File: src/rtl/intc_pkg.sv
package intc_pkg;
  localparam int unsigned BANK_STRIDE = 40;  // 0x28 bytes per bank
  localparam int unsigned OFF_PEND    = 0;   // 0x00
  localparam int unsigned OFF_ENA     = 8;   // 0x08
  localparam int unsigned OFF_OUT     = 16;  // 0x10
  localparam int unsigned OFF_RAW     = 24;  // 0x18
  localparam int unsigned OFF_SPARE   = 32;  // 0x20

  typedef enum logic [2:0] {
    SEL_NONE,
    SEL_PEND,
    SEL_ENA,
    SEL_OUT,
    SEL_RAW,
    SEL_SPARE
  } reg_sel_e;
endpackage

File: src/rtl/intc_addr_dec.sv
module intc_addr_dec
  import intc_pkg::*;
#(
  parameter int ADDR_W   = 8,
  parameter int BANK_IDX = 0
) (
  input  logic [ADDR_W-1:0] addr,
  output reg_sel_e          sel
);
  localparam int BASE = BANK_IDX * int'(BANK_STRIDE);

  int rel;

  always_comb begin
    rel = int'(addr) - BASE;
    sel = SEL_NONE;
    if (rel >= 0 && rel < int'(BANK_STRIDE)) begin
      case (rel)
        int'(OFF_PEND):  sel = SEL_PEND;
        int'(OFF_ENA):   sel = SEL_ENA;
        int'(OFF_OUT):   sel = SEL_OUT;
        int'(OFF_RAW):   sel = SEL_RAW;
        int'(OFF_SPARE): sel = SEL_SPARE;
        default:         sel = SEL_NONE;
      endcase
    end
  end
endmodule

File: src/rtl/intc_pend_latch.sv
module intc_pend_latch #(
  parameter int N_SRC = 32
) (
  input  logic             clk,
  input  logic             rst_n,
  input  logic [N_SRC-1:0] src,
  input  logic [N_SRC-1:0] clr,
  output logic [N_SRC-1:0] pend
);
  logic [N_SRC-1:0] src_q;
  logic [N_SRC-1:0] rise;

  assign rise = src & ~src_q;

  always_ff @(posedge clk or negedge rst_n) begin
    if (!rst_n) begin
      src_q <= '0;
      pend  <= '0;
    end else begin
      src_q <= src;
      pend  <= (pend & ~clr) | rise;
    end
  end

  // a collision between an edge and a clear keeps the bit set
  p_set_wins_r4: assert property (@(posedge clk) disable iff (!rst_n)
    ((rise & clr) != '0) |=> ((pend & $past(rise & clr)) == $past(rise & clr)));

  // cleared bits without a new edge read zero next cycle
  p_clear_r3: assert property (@(posedge clk) disable iff (!rst_n)
    ((clr & ~rise) != '0) |=> ((pend & $past(clr & ~rise)) == '0));

  // a bit only becomes set following a rising edge
  p_no_spurious_r2: assert property (@(posedge clk) disable iff (!rst_n)
    ((pend & ~$past(pend) & ~$past(rise)) == '0));
endmodule

File: src/rtl/intc_msb_enc.sv
module intc_msb_enc #(
  parameter int N_SRC = 32,
  parameter int IDX_W = $clog2(N_SRC)
) (
  input  logic [N_SRC-1:0] vec,
  output logic [IDX_W-1:0] idx,
  output logic             vld
);
  always_comb begin
    idx = '0;
    vld = 1'b0;
    for (int i = 0; i < N_SRC; i++) begin
      if (vec[i]) begin
        idx = IDX_W'(i);
        vld = 1'b1;
      end
    end
  end
endmodule

File: src/rtl/intc_bank.sv
module intc_bank
  import intc_pkg::*;
#(
  parameter int ADDR_W   = 8,
  parameter int BANK_IDX = 0,
  parameter int N_SRC    = 32,
  localparam int IDX_W   = $clog2(N_SRC)
) (
  input  logic              clk,
  input  logic              rst_n,
  input  logic [N_SRC-1:0]  src_i,
  input  logic [ADDR_W-1:0] reg_addr,
  input  logic [N_SRC-1:0]  reg_wdata,
  input  logic              reg_we,
  output logic [N_SRC-1:0]  reg_rdata,
  output logic              irq_o,
  output logic [IDX_W-1:0]  top_idx_o,
  output logic              top_vld_o
);
  reg_sel_e         sel;
  logic [N_SRC-1:0] pend;
  logic [N_SRC-1:0] clr;
  logic [N_SRC-1:0] en_q;
  logic [N_SRC-1:0] spare_q;
  logic [N_SRC-1:0] out_stat;

  intc_addr_dec #(.ADDR_W(ADDR_W), .BANK_IDX(BANK_IDX)) u_dec (
    .addr (reg_addr),
    .sel  (sel)
  );

  assign clr = (reg_we && sel == SEL_PEND) ? reg_wdata : '0;

  intc_pend_latch #(.N_SRC(N_SRC)) u_latch (
    .clk   (clk),
    .rst_n (rst_n),
    .src   (src_i),
    .clr   (clr),
    .pend  (pend)
  );

  always_ff @(posedge clk or negedge rst_n) begin
    if (!rst_n) begin
      en_q    <= '0;
      spare_q <= '0;
    end else if (reg_we) begin
      if (sel == SEL_ENA)   en_q    <= reg_wdata;
      if (sel == SEL_SPARE) spare_q <= reg_wdata;
    end
  end

  assign out_stat = pend & en_q;
  assign irq_o    = |out_stat;

  intc_msb_enc #(.N_SRC(N_SRC), .IDX_W(IDX_W)) u_enc (
    .vec (out_stat),
    .idx (top_idx_o),
    .vld (top_vld_o)
  );

  always_comb begin
    unique case (sel)
      SEL_PEND:  reg_rdata = pend;
      SEL_ENA:   reg_rdata = en_q;
      SEL_OUT:   reg_rdata = out_stat;
      SEL_RAW:   reg_rdata = src_i;
      SEL_SPARE: reg_rdata = spare_q;
      default:   reg_rdata = '0;
    endcase
  end

  // request line and encoder agree
  p_req_agree_r6: assert property (@(posedge clk) disable iff (!rst_n)
    irq_o == top_vld_o);

  // reported index points at a set output bit
  p_idx_set_r10: assert property (@(posedge clk) disable iff (!rst_n)
    top_vld_o |-> out_stat[top_idx_o]);

  // nothing above the reported index is set
  p_idx_top_r10: assert property (@(posedge clk) disable iff (!rst_n)
    top_vld_o |-> ((out_stat >> top_idx_o) == N_SRC'(1)));

  // all sources disabled means no request
  p_quiet_r7: assert property (@(posedge clk) disable iff (!rst_n)
    (en_q == '0) |-> !irq_o);
endmodule

File: config.mk
export PLATFORM = sky130hd
export DESIGN_NAME = intc_bank
export DESIGN_NICKNAME = d
export VERILOG_FILES = /design/src/rtl/intc_pkg.sv /design/src/rtl/intc_addr_dec.sv /design/src/rtl/intc_pend_latch.sv /design/src/rtl/intc_msb_enc.sv /design/src/rtl/intc_bank.sv
export SDC_FILE = /design/constraint.sdc
export NUM_CORES = 1
export LEC_CHECK = 0
export BUFFER_PORTS_ARGS = -buffer_cell sky130_fd_sc_hd__buf_2
export CAP_MARGIN = 25
export CORE_ASPECT_RATIO = 1.75
export CORE_UTILIZATION = 47
export DETAILED_ROUTE_END_ITERATION = 8
export PLACE_DENSITY_LB_ADDON = 0.25
export SLEW_MARGIN = 20
export SYNTH_ARGS = -nofsm -noshare
export SYNTH_HDL_FRONTEND = slang
export SYNTH_SLANG_ARGS = --single-unit
File: constraint.sdc
create_clock -name clk -period 3.2 [get_ports clk]
set_input_delay 0.48 -clock clk [delete_from_list [all_inputs] [get_ports clk]]
set_output_delay 0.48 -clock clk [all_outputs]
set_load 0.05 [all_outputs]
==> results by group <==
Status
  • Status: complete, no violations

Route
  • Post-Route WL: 16.6 mm
  • # DRC: 0
  • Drt wl/cell: 18.8 microns
  • DRT Pass-1 Iters: 4
  • Final ANT Viol Nets: 0
  • Routed vias/inst: 5.75
  • Routed via count: around 5100
  • Initial DRC Count: 308

Logic synthesis
  • Post-synthesis cell count: 585
  • Synth Register Bits: 128
  • Mapped Area: a little over 0.006 sq mm
  • Yosys top cell area share: 51.6%
  • Syn nets: 660
  • Post-synth top cells: dfrtp_1 (128), nand2_1 (109), mux2_2 (64)
  • Syn_area_per_cell: about 11 sq um
  • Register area share after synthesis: 51.6%
  • EDFF count, synth: 0
  • Synthesis Warnings: 0
  • Top_reg_cell synth: dfrtp_1
  • Asr flop ratio synth: 100%
  • Synth area leaders: dfrtp_1 (52%), mux2_2 (12%), nand2_1 (6.6%)
  • Largest area contributor in the netlist: dfrtp_1
  • Most common cell in the netlist: dfrtp_1
  • Netlist cell types: 41

Die
  • Die W: a little under 90 microns
  • IO Count: around 110
  • Core region area: 0.0129 sq mm
  • Die height: 154 microns
  • Die area: about 0.014 sq mm
  • Std-Cell Rows: between 50 and 60
  • Initial Utilization: about half

Clock tree
  • Clk root buf: clkbuf_16
  • TritonCTS clock tree: yes
  • Clk buf depth: 2
  • Clock Sinks: 128
  • Number of buffers created by CTS: 17
  • CTS H-tree depth: 4
  • Worst-path clk slew: 60 ps
  • Quantity of hold-fixing buffers added after cts: 0
  • Worst-Skew Late Latency: 410 ps
  • Post CTS Setup Buffer Count: 0
  • Post-CTS sizing: 0

STA
  • Worst-Margin Slew: 525 ps
  • Final setup violation count: 0
  • Relative slew slack: 65.0%
  • RSZ-0062 raised after global routing: false
  • Final Max Tran Viols: 0
  • Setup TNS: 0 ps
  • Tcrit/Tclk final: 90.2%
  • Final Hold Vio Count: 0
  • Post-layout minimum cycle time: just under 3000 ps
  • Max Fclk: between 300 and 400 MHz
  • Final Skew: 6.90 ps

Cells and area
  • Layout area overhead: 22.7%
  • Layout cells sized above 1: 31.8%
  • Nets: 772
  • Fill count: 1121
  • Non-Filler Instances: 882

Global routing
  • Largest net degree at the start of global routing: 76
  • Initial antenna violation count: 1
  • Total GRT Usage: around 26%
  • Vias in the first global route: 5391
  • First-pass GRT wire length: 26.8 mm
  • Remaining Overflow, GRT: 0

Critical path
  • Worst path slowest cell: a2111oi_0
  • Critical Path RT: 2720 ps
  • CP arrival: 2410 ps
  • Slowest cell delay on critical path: 500 ps
  • Critical Path End Type: output pin
  • Critical path type: register to output pin
  • CP startpoint: en_q[3]
  • Worst R2R Start: en_q[6]
  • Startpoint types: register
  • CP Max Fanout: 4
  • CP Cell Sequence: a22o_1 > a31oi_1 > o21bai_1 > a2111oi_0 > o311ai_0 > buf_2

Placement
  • Dpl cells: 848
  • DP HPWL: 11.2 mm
  • Routability congestion estimate from global placement: about 0.80
  • IO buf count: 113

Power
  • Power, Total: about 4.2 mW
  • Peak VDD IR: 0.000353 V
  • Power per cell area: about 550 mW/mm^2
  • Leakage Power: 3.74 nW

Min path
  • Hold Crit Class: input port to async pin

Flow run
  • Max-cap violations: 0
[cell usage in the layout (no fill, tap or decap), drive strengths merged, types with 3 or more instances in the layout]
| cell | count |
|---|---|
| a32o | 3 |
| nor3b | 3 |
| a31oi | 3 |
| nand3 | 12 |
| inv | 33 |
| mux2 | 64 |
| clkinv | 4 |
| mux2i | 32 |
| a22oi | 34 |
| a22o | 34 |
| o22ai | 32 |
| clkinvlp | 4 |
| nor2 | 4 |
| o21ai | 35 |
| dfrtp | 128 |
| clkbuf | 22 |
| buf | 128 |
| nand2 | 109 |
[power breakdown]
group | leakage [nW] | total (mW) | switching (mW) | internal [mW]
combinational | 1.92 | 0.587 | 0.391 | 0.195
clock | 0.278 | 1.88 | 0.682 | 1.20
sequential | 1.54 | 1.72 | 0.0355 | 1.68
total | 3.74 | 4.19 | 1.11 | 3.08
[stage by stage]
stage	instance area, sq um	hold slack (ps)	setup slack, ps	util (%)
floorplan	6200	184	15.5	-
global placement	7000	489	556	54.4
detailed placement	7000	496	393	54.4
CTS	7580	191	314	58.9
global route	7610	15.1	148	59.1
finish	7610	5.08	313	59.1
[state kept, by name (all words and copies together) (netlist names)]
name and flops:
u_latch.src_q 32, spare_q 32, u_latch.pend 32, en_q 32
[logic make-up (layout without fill, tap and decap cells)]
group	after synthesis	after routing	synth area share [%]
AOI/OAI and AO/OA	153	153	17.3
DFF	128	128	51.6
buffers and inverters	68	193	4.62
muxes	96	96	16.8
and+or+nand+nor	140	140	9.68
other	0	1	0
[per-layer routing]
layer / GRT usage (%) / vias to the layer above / wire length (microns)
met5: 0 / - / 0
met4: 12.7 / 0 / 478
met3: 4.83 / 33 / 662
met2: 44.0 / 168 / 8730
met1: 30.6 / 2523 / 6680
li1: - / 2348 / -
[path summary, 6_finish.rpt]
kind	to	slack, ps	depth (start not counted)
max in group asynchronous	en_q[22]	2280	3
max	top_idx_o[1]	310	6
max reg2reg	en_q[6]	2380	1
min reg2reg	spare_q[12]	510	1
min	spare_q[0]	5	1
min in group clk	u_latch.src_q[11]	210	1
[area by class of cell]
type | count | area [sq um] | share of cell area [%]
diodes | 1 | 2.50 | 0.0329
well taps | 171 | 214 | 2.81
flip-flops and latches | 128 | 3200 | 42.1
clock inverters | 10 | 110 | 1.45
repair buffers | 128 | 738 | 9.70
inverters | 33 | 124 | 1.63
clock buffers | 22 | 474 | 6.23
multi-input cells | 389 | 2750 | 36.1
[critical path: cells and delay by family, from the launching register on]
kind                   cells  cell delay [ps]
AO/OA/AOI/OAI              5             1340
buffers and inverters      1              260
flip-flops                 1              410
Note: power is estimated with default switching activity, not from simulation.
